<file path="config.mk">
export PLATFORM = sky130hd
export DESIGN_NAME = dual_capture_timer
export DESIGN_NICKNAME = d
export VERILOG_FILES = /design/src/rtl/dct_pkg.sv /design/src/rtl/dct_counter.sv /design/src/rtl/dct_sync_edge.sv /design/src/rtl/dct_cap_reg.sv /design/src/rtl/dual_capture_timer.sv
export SDC_FILE = /design/constraint.sdc
export NUM_CORES = 1
export LEC_CHECK = 0
export ABC_AREA = 0
export BUFFER_PORTS_ARGS = -buffer_cell sky130_fd_sc_hd__buf_4
export CAP_MARGIN = 10
export CORE_MARGIN = 4
export CORE_UTILIZATION = 30
export DETAILED_ROUTE_END_ITERATION = 16
export SLEW_MARGIN = 10
export SYNTH_ARGS = -nofsm -noshare
export SYNTH_HDL_FRONTEND = slang
export SYNTH_HIERARCHICAL = 1
export SYNTH_SLANG_ARGS = --single-unit
export TNS_END_PERCENT = 5
</file>
<file path="constraint.sdc">
create_clock -name clk_i -period 3.2 [get_ports clk_i]
set_input_delay 0.32 -clock clk_i [delete_from_list [all_inputs] [get_ports clk_i]]
set_output_delay 0.32 -clock clk_i [all_outputs]
set_load 0.02 [all_outputs]
</file>
<file path="src/rtl/dct_pkg.sv">
package dct_pkg;
  localparam int CNT_W  = 16;
  localparam int BYTE_W = 8;
  localparam int ADDR_W = 3;
  localparam int N_CAP  = 2;

  typedef enum logic [1:0] {
    CM_OFF    = 2'b00,
    CM_BOTH_A = 2'b01,
    CM_A_B    = 2'b10,
    CM_RSVD   = 2'b11
  } cap_mode_e;

  localparam int MODE_OFS  = 4;
  localparam int BIT_RUN   = 0;
  localparam int BIT_CM_LO = 1;
  localparam int BIT_SWCAP = 3;
endpackage

</file>
<file path="src/rtl/dct_counter.sv">
module dct_counter #(
  parameter int W = 16
) (
  input  logic         clk_i,
  input  logic         rst_ni,
  input  logic         inc_i,
  output logic [W-1:0] cnt_o
);
  logic [W-1:0] cnt_q;

  always_ff @(posedge clk_i or negedge rst_ni) begin
    if (!rst_ni)    cnt_q <= '0;
    else if (inc_i) cnt_q <= cnt_q + 1'b1;
  end

  assign cnt_o = cnt_q;
endmodule

</file>
<file path="src/rtl/dct_sync_edge.sv">
module dct_sync_edge #(
  parameter int STAGES = 2
) (
  input  logic clk_i,
  input  logic rst_ni,
  input  logic d_i,
  output logic rise_o,
  output logic fall_o
);
  logic [STAGES-1:0] sh_q;
  logic              prev_q;
  logic              s;

  always_ff @(posedge clk_i or negedge rst_ni) begin
    if (!rst_ni) begin
      sh_q   <= '0;
      prev_q <= 1'b0;
    end else begin
      sh_q   <= {sh_q[STAGES-2:0], d_i};
      prev_q <= s;
    end
  end

  assign s      = sh_q[STAGES-1];
  assign rise_o = s & ~prev_q;
  assign fall_o = ~s & prev_q;
endmodule

</file>
<file path="src/rtl/dct_cap_reg.sv">
module dct_cap_reg #(
  parameter int W = 16
) (
  input  logic         clk_i,
  input  logic         rst_ni,
  input  logic         load_i,
  input  logic [W-1:0] val_i,
  input  logic         rd_lo_i,
  input  logic         rd_hi_i,
  output logic [W-1:0] cap_o,
  output logic         lock_o
);
  logic [W-1:0] cap_q;
  logic         lock_q;
  logic         blocked;

  // low-byte read in this cycle already blocks, keeps the pair coherent
  assign blocked = lock_q | rd_lo_i;

  always_ff @(posedge clk_i or negedge rst_ni) begin
    if (!rst_ni) begin
      cap_q  <= '0;
      lock_q <= 1'b0;
    end else begin
      if (rd_lo_i)      lock_q <= 1'b1;
      else if (rd_hi_i) lock_q <= 1'b0;
      if (load_i && !blocked) cap_q <= val_i;
    end
  end

  assign cap_o  = cap_q;
  assign lock_o = lock_q;
endmodule

</file>
<file path="src/rtl/dual_capture_timer.sv">
module dual_capture_timer
  import dct_pkg::*;
#(
  parameter int CNT_WIDTH   = CNT_W,
  parameter int DATA_WIDTH  = BYTE_W,
  parameter int ADDR_WIDTH  = ADDR_W,
  parameter int SYNC_STAGES = 2
) (
  input  logic                  clk_i,
  input  logic                  rst_ni,
  input  logic                  presc_en_i,
  input  logic                  cap_a_i,
  input  logic                  cap_b_i,
  input  logic                  bus_wr_i,
  input  logic                  bus_rd_i,
  input  logic [ADDR_WIDTH-1:0] bus_addr_i,
  input  logic [DATA_WIDTH-1:0] bus_wdata_i,
  output logic [DATA_WIDTH-1:0] bus_rdata_o,
  output logic                  irq_o
);
  localparam int NIN = 2;

  logic                               run_q;
  cap_mode_e                          cmode_q;
  logic                               irq_q;
  logic                               inc;
  logic                               wr_mode;
  logic                               sw_req;
  logic                               sw_cap;
  logic                               mode_active;
  logic [CNT_WIDTH-1:0]               cnt;
  logic [NIN-1:0]                     in_vec, rise, fall;
  logic [N_CAP-1:0]                   trig, load, rd_lo, rd_hi, lock;
  logic [N_CAP-1:0][CNT_WIDTH-1:0]    cap_val;

  assign inc     = run_q & presc_en_i;
  assign wr_mode = bus_wr_i && (bus_addr_i == ADDR_WIDTH'(MODE_OFS));
  assign sw_req  = wr_mode && !bus_wdata_i[BIT_SWCAP];
  assign sw_cap  = sw_req && run_q;

  always_ff @(posedge clk_i or negedge rst_ni) begin
    if (!rst_ni) begin
      run_q   <= 1'b0;
      cmode_q <= CM_OFF;
    end else if (wr_mode) begin
      run_q   <= bus_wdata_i[BIT_RUN];
      cmode_q <= cap_mode_e'(bus_wdata_i[BIT_CM_LO +: 2]);
    end
  end

  dct_counter #(.W(CNT_WIDTH)) u_cnt (
    .clk_i (clk_i),
    .rst_ni(rst_ni),
    .inc_i (inc),
    .cnt_o (cnt)
  );

  assign in_vec = {cap_b_i, cap_a_i};

  for (genvar i = 0; i < NIN; i++) begin : g_sync
    dct_sync_edge #(.STAGES(SYNC_STAGES)) u_sync (
      .clk_i (clk_i),
      .rst_ni(rst_ni),
      .d_i   (in_vec[i]),
      .rise_o(rise[i]),
      .fall_o(fall[i])
    );
  end

  assign mode_active = (cmode_q == CM_BOTH_A) || (cmode_q == CM_A_B);

  always_comb begin
    trig = '0;
    unique case (cmode_q)
      CM_BOTH_A: trig = {fall[0], rise[0]};
      CM_A_B:    trig = {rise[1], rise[0]};
      default:   trig = '0;
    endcase
  end

  assign load = trig | {{(N_CAP-1){1'b0}}, sw_cap};

  always_ff @(posedge clk_i or negedge rst_ni) begin
    if (!rst_ni) irq_q <= 1'b0;
    else         irq_q <= |trig;
  end

  assign irq_o = irq_q;

  for (genvar k = 0; k < N_CAP; k++) begin : g_cap
    assign rd_lo[k] = bus_rd_i && (bus_addr_i == ADDR_WIDTH'(2*k));
    assign rd_hi[k] = bus_rd_i && (bus_addr_i == ADDR_WIDTH'(2*k+1));

    dct_cap_reg #(.W(CNT_WIDTH)) u_cap (
      .clk_i  (clk_i),
      .rst_ni (rst_ni),
      .load_i (load[k]),
      .val_i  (cnt),
      .rd_lo_i(rd_lo[k]),
      .rd_hi_i(rd_hi[k]),
      .cap_o  (cap_val[k]),
      .lock_o (lock[k])
    );
  end

  always_comb begin
    bus_rdata_o = '0;
    for (int k = 0; k < N_CAP; k++) begin
      if (bus_addr_i == ADDR_WIDTH'(2*k))
        bus_rdata_o = cap_val[k][DATA_WIDTH-1:0];
      if (bus_addr_i == ADDR_WIDTH'(2*k+1))
        bus_rdata_o = cap_val[k][CNT_WIDTH-1:DATA_WIDTH];
    end
    if (bus_addr_i == ADDR_WIDTH'(MODE_OFS)) begin
      bus_rdata_o[BIT_RUN]          = run_q;
      bus_rdata_o[BIT_CM_LO +: 2]   = cmode_q;
      bus_rdata_o[BIT_SWCAP]        = 1'b1;
    end
  end
endmodule

</file>
# [Word level (Yosys, flattened, before mapping)]
# Index checks and enable logic that the tools add are counted.
[classes] bitwise_logic=10 eq_ne=6 n_mux=10 reduce_logical=16 addsub=1
[op_table] cell="$mux 8" n=4
[op_table] cell="$add 16x1->16 const B" n=1
[op_table] cell="$logic_and 1x1->1" n=9
[op_table] cell="$eq 3x2->1 const B" n=2
[op_table] cell="$and 1x1->1" n=4
[op_table] cell="$mux 1" n=4
[op_table] cell="$mux 4" n=1
[op_table] cell="$pmux 2 s2" n=1
[op_table] cell="$reduce_bool 2->1" n=2
[op_table] cell="$eq 3x1->1 const B" n=1
[op_table] cell="$eq 3x3->1 const B" n=1
[op_table] cell="$logic_not 1->1" n=3
[op_table] cell="$logic_not 3->1" n=1
[op_table] cell="$not 1->1" n=3
[op_table] cell="$eq 2x1->1 const B" n=1
[op_table] cell="$eq 2x2->1 const B" n=1
[op_table] cell="$or 1x1->1" n=2
[op_table] cell="$or 2x1->2" n=1
[op_table] cell="$reduce_or 2->1" n=1
[word_totals] input_bits=18 output_inout_bits=9 wordCells=55 reg_bits=60

# [Depth between registers and ports, before layout]
[depth] word_depth=6 ltp_mapped=8 mapped_depth_nobuf=7

# [By module]
# The synthesis kept the hierarchy.
[modules_own_cells] mod="dct_cap_reg" instances=2 cells_each=37 seq_area_each_um2=425.4 area_each_um2=651.9
[modules_own_cells] mod="dct_counter" instances=1 cells_each=56 seq_area_each_um2=400.4 area_each_um2=695.7
[modules_own_cells] mod="dual_capture_timer" instances=1 cells_each=62 seq_area_each_um2=100.1 area_each_um2=595.6
[modules_own_cells] mod="dct_sync_edge" instances=2 cells_each=5 seq_area_each_um2=75.1 area_each_um2=90.1

# [Worst setup path before layout]
# Ideal clock, no wire load.
[synth_timing] path_kind="reg-to-reg" from="reg cmode_q[0]" to="reg g_cap[0].u_cap.cap_q[10]" path_stages_with_launch=9 synth_period_minus_slack_ns=1.889 setup_ns=0.125 path_buffers=1 path_slack_ns=1.311 t_required_ns=3.075 t_arrival_ns=1.764 cell_sequence="dfrtp_1 > inv_1 > ha_1 > inv_1 > o211ai_1 > o21ai_0 > nor3b_4 > buf_8 > mux2_2"
[synth_between] elab_chain_cells=4 word_cells_on_any_way=5 cone_classes="2 x eq/ne; 1 x mux; 1 x bitwise; 1 x reduce/logical"
[synth_lines] item="start, declared" line="dual_capture_timer.sv:24" text="cap_mode_e cmode_q;"
[synth_lines] item="start signal, assigned" line="dual_capture_timer.sv:47" text="cmode_q <= cap_mode_e'(bus_wdata_i[BIT_CM_LO +: 2]);"
[synth_lines] item="$eq 2x2->1 / $eq 2x1->1 (equally long branches)" line="dual_capture_timer.sv:74" text="unique case (cmode_q)"
[synth_lines] item="$pmux 2 s2 (*)" line="dual_capture_timer.sv:74"
[synth_lines] item="$or 2x1->2 (*)" line="dual_capture_timer.sv:81" text="assign load = trig | {{(N_CAP-1){1'b0}}, sw_cap};"
[synth_lines] item="net load[0]" line="dual_capture_timer.sv:33" text="logic [N_CAP-1:0] trig, load, rd_lo, rd_hi, lock;"
[synth_lines] item="$logic_and 1x1->1 (*)" line="dct_cap_reg.sv:27" text="if (load_i && !blocked) cap_q <= val_i;"
[synth_lines] item="end signal, assigned" line="dct_cap_reg.sv:27"
[synth_lines] item="end, declared" line="dct_cap_reg.sv:13" text="logic [W-1:0] cap_q;"
# Mark *: on every way through the listed nets, which the timed path passes. The rest lies on a longest branch.
# A chain may end at the register's enable or synchronous reset.

# [Worst setup path after layout]
# Same ends and word-level chain as after synthesis.

==> impl_metrics.env <==
export IMPL_status="finished, final reports clean"
export IMPL_worst_hold_path_type="in2async"
export IMPL_syn_area_per_cell_um2=13.8
export IMPL_root_buffer="clkbuf_8"
export IMPL_pre_cts_ws_ns=1.19
export IMPL_required_ns=3.41
export IMPL_dpl_cell_area_um2=3010
export IMPL_totalWireLength_um=5060
export IMPL_finClkSkew_ns=0.00826
export IMPL_rows=34
export IMPL_p_leak_nw=1.47
export IMPL_crit_path_end_kind="flip-flop"
export IMPL_die_w_um=104
export IMPL_cp_slowest_cell="dfrtp_1"
export IMPL_grt_first_pass_wirelength_um=8650
export IMPL_h_tree_depth=3
export IMPL_r2r_setup_slack_ns=1.21
export IMPL_overflow=0
export IMPL_first_iter_violations=70
export IMPL_p_per_area_nw_per_um2=594
export IMPL_num_nets_final=250
export IMPL_worst_pin_slew_ns=0.753
export IMPL_cts_made_buffers=9
export IMPL_p_total_mw=1.90
export IMPL_cpPeakStageDelay_ns=0.40
export IMPL_final_common_cell="dfrtp_1"
export IMPL_firstDrtPassIters=4
export IMPL_fillers=865
export IMPL_final_max_slew_viol_count=0
export IMPL_grt_total_usage_pct=10.3
export IMPL_die_area_um2=10800
export IMPL_path_cells="inv_1 -> ha_1 -> inv_1 -> o211ai_1 -> o21ai_0 -> nor3b_4 -> buf_4 -> mux2_2"
export IMPL_cp_start_kind="flip-flop"
export IMPL_crit_top_cell="inv_1"
export IMPL_cts_tree="done"
export IMPL_clock_latency_ns=0.34
export IMPL_finalSetupViolCount=0
export IMPL_place_inst=326
export IMPL_startpoint="cmode_q[0]$_DFFE_PN0P_"
export IMPL_io_pin_count=27
export IMPL_worst_slack_ns=1.21
export IMPL_via_per_inst=4.72
export IMPL_cts_resized=0
export IMPL_cts_sinks=60
export IMPL_syn_num_nets=222
export IMPL_n_antenna_cell=0
export IMPL_layout_min_cycle_time_ns=1.99
export IMPL_final_cell_area_um2=3200
export IMPL_grt_pass1_vias=1731
export IMPL_grt_setup_unrepaired="false"
export IMPL_hold_viol=0
export IMPL_max_slew_margin_pct=49.8
export IMPL_grt_start_max_net_pins=61
export IMPL_vias=1609
export IMPL_ir_drop_mv=0.184
export IMPL_fin_util_pct=36.1
export IMPL_cp_arrival_ns=2.21
export IMPL_area_growth_pct=15.6
export IMPL_dp_hpwl_um=3400
export IMPL_start_util_pct=31.3
export IMPL_hold_buffers=0
export IMPL_ff2ff_path_depth=8
export IMPL_io_buffers=22
export IMPL_wire_per_inst_um=14.8
export IMPL_maxCapViolations=0
export IMPL_ant_nets=0
export IMPL_crit_fanout=16
export IMPL_core_um2=8850
export IMPL_holdWs_ns=0.0408
export IMPL_fmax_mhz=501
export IMPL_grt_antenna_before_repair=0
export IMPL_clockBufferDepth=2
export IMPL_drc=0
export IMPL_post_cts_buffers=0
export IMPL_yosys_warnings=6
export IMPL_mappedNetlistArea_um2=2770
export IMPL_tns_ns=0
export IMPL_drive_gt1_share_pct=39.9
export IMPL_final_cell_mix="dfrtp_1 (60), mux2_2 (39), buf_4 (24)"
export IMPL_stdcell_count=341
export IMPL_gp_congestion=0.718
export IMPL_die_h_um=104
export IMPL_syn_inst=201
export IMPL_crit_type="reg2reg"
export IMPL_fin_crit_sh_pct=62.3
export IMPL_clk_pin_slew_ns=0.06
export IMPL_r2r_start="cmode_q[0]$_DFFE_PN0P_"
export IMPL_regToRegEndpoint="g_cap[0].u_cap/cap_o[10]$_DFFE_PN0P_"
## routing by layer
metal / up-vias / track usage, % / share of wire (%)
li1: 769 / - / -
met5: - / 0 / 0
met3: 7 / 3.23 / 3.2
met2: 23 / 15.8 / 49
met4: 0 / 4.65 / 1.9
met1: 810 / 13.2 / 46
## power by group
group | switching, mW | internal, mW
clock network | 0.271 | 0.360
registers | 0.101 | 0.866
logic | 0.135 | 0.168
total | 0.506 | 1.39
## registers in the layout, summed over array words and instances, names as in the netlist
| register | flops |
|---|---|
| g_cap.u_cap/cap_o | 32 |
| u_cnt/cnt_o | 16 |
| g_sync.u_sync/sh_q | 4 |
| cmode_q | 2 |
| g_cap.u_cap/lock_o | 2 |
| g_sync.u_sync/prev_q | 2 |
| irq_o | 1 |
| run_q | 1 |
## layout make-up
| class | count | area (µm²) | share of cell area (%) |
|---|---|---|---|
| Multi-Input combinational cell | 128 | 1170 | 36.6 |
| Sequential cell | 60 | 1500 | 46.9 |
| Timing Repair Buffer | 24 | 180 | 5.63 |
| Clock buffer | 14 | 183 | 5.71 |
| Inverter | 6 | 22.5 | 0.704 |
| Tap cell | 108 | 135 | 4.23 |
| Clock inverter | 1 | 5.00 | 0.156 |
## critical path: cells and delay by family, from the launching register on
family,cells,cell delay [ns]
adders and majority gates,1,0.32
and+or+nand+nor,1,0.20
buffers and inverters,3,0.40
muxes,1,0.37
AOI/OAI and AO/OA,2,0.18
DFF,1,0.40
## worst max path at each step
| stage | end | slack [ns] | cells after the start |
|---|---|---|---|
| CTS | g_cap[0].u_cap/cap_o[10]$_DFFE_PN0P_ | 1.18 | 8 |
| global placement | g_cap[0].u_cap/cap_o[3]$_DFFE_PN0P_ | 1.21 | 7 |
| finish | g_cap[0].u_cap/cap_o[10]$_DFFE_PN0P_ | 1.21 | 8 |
| floorplan | g_cap[0].u_cap/cap_o[10]$_DFFE_PN0P_ | 1.31 | 8 |
| global route | g_cap[0].u_cap/cap_o[5]$_DFFE_PN0P_ | 1.04 | 8 |
| detailed placement | g_cap[0].u_cap/cap_o[10]$_DFFE_PN0P_ | 1.19 | 7 |
Power figures use the tool's default switching activity.
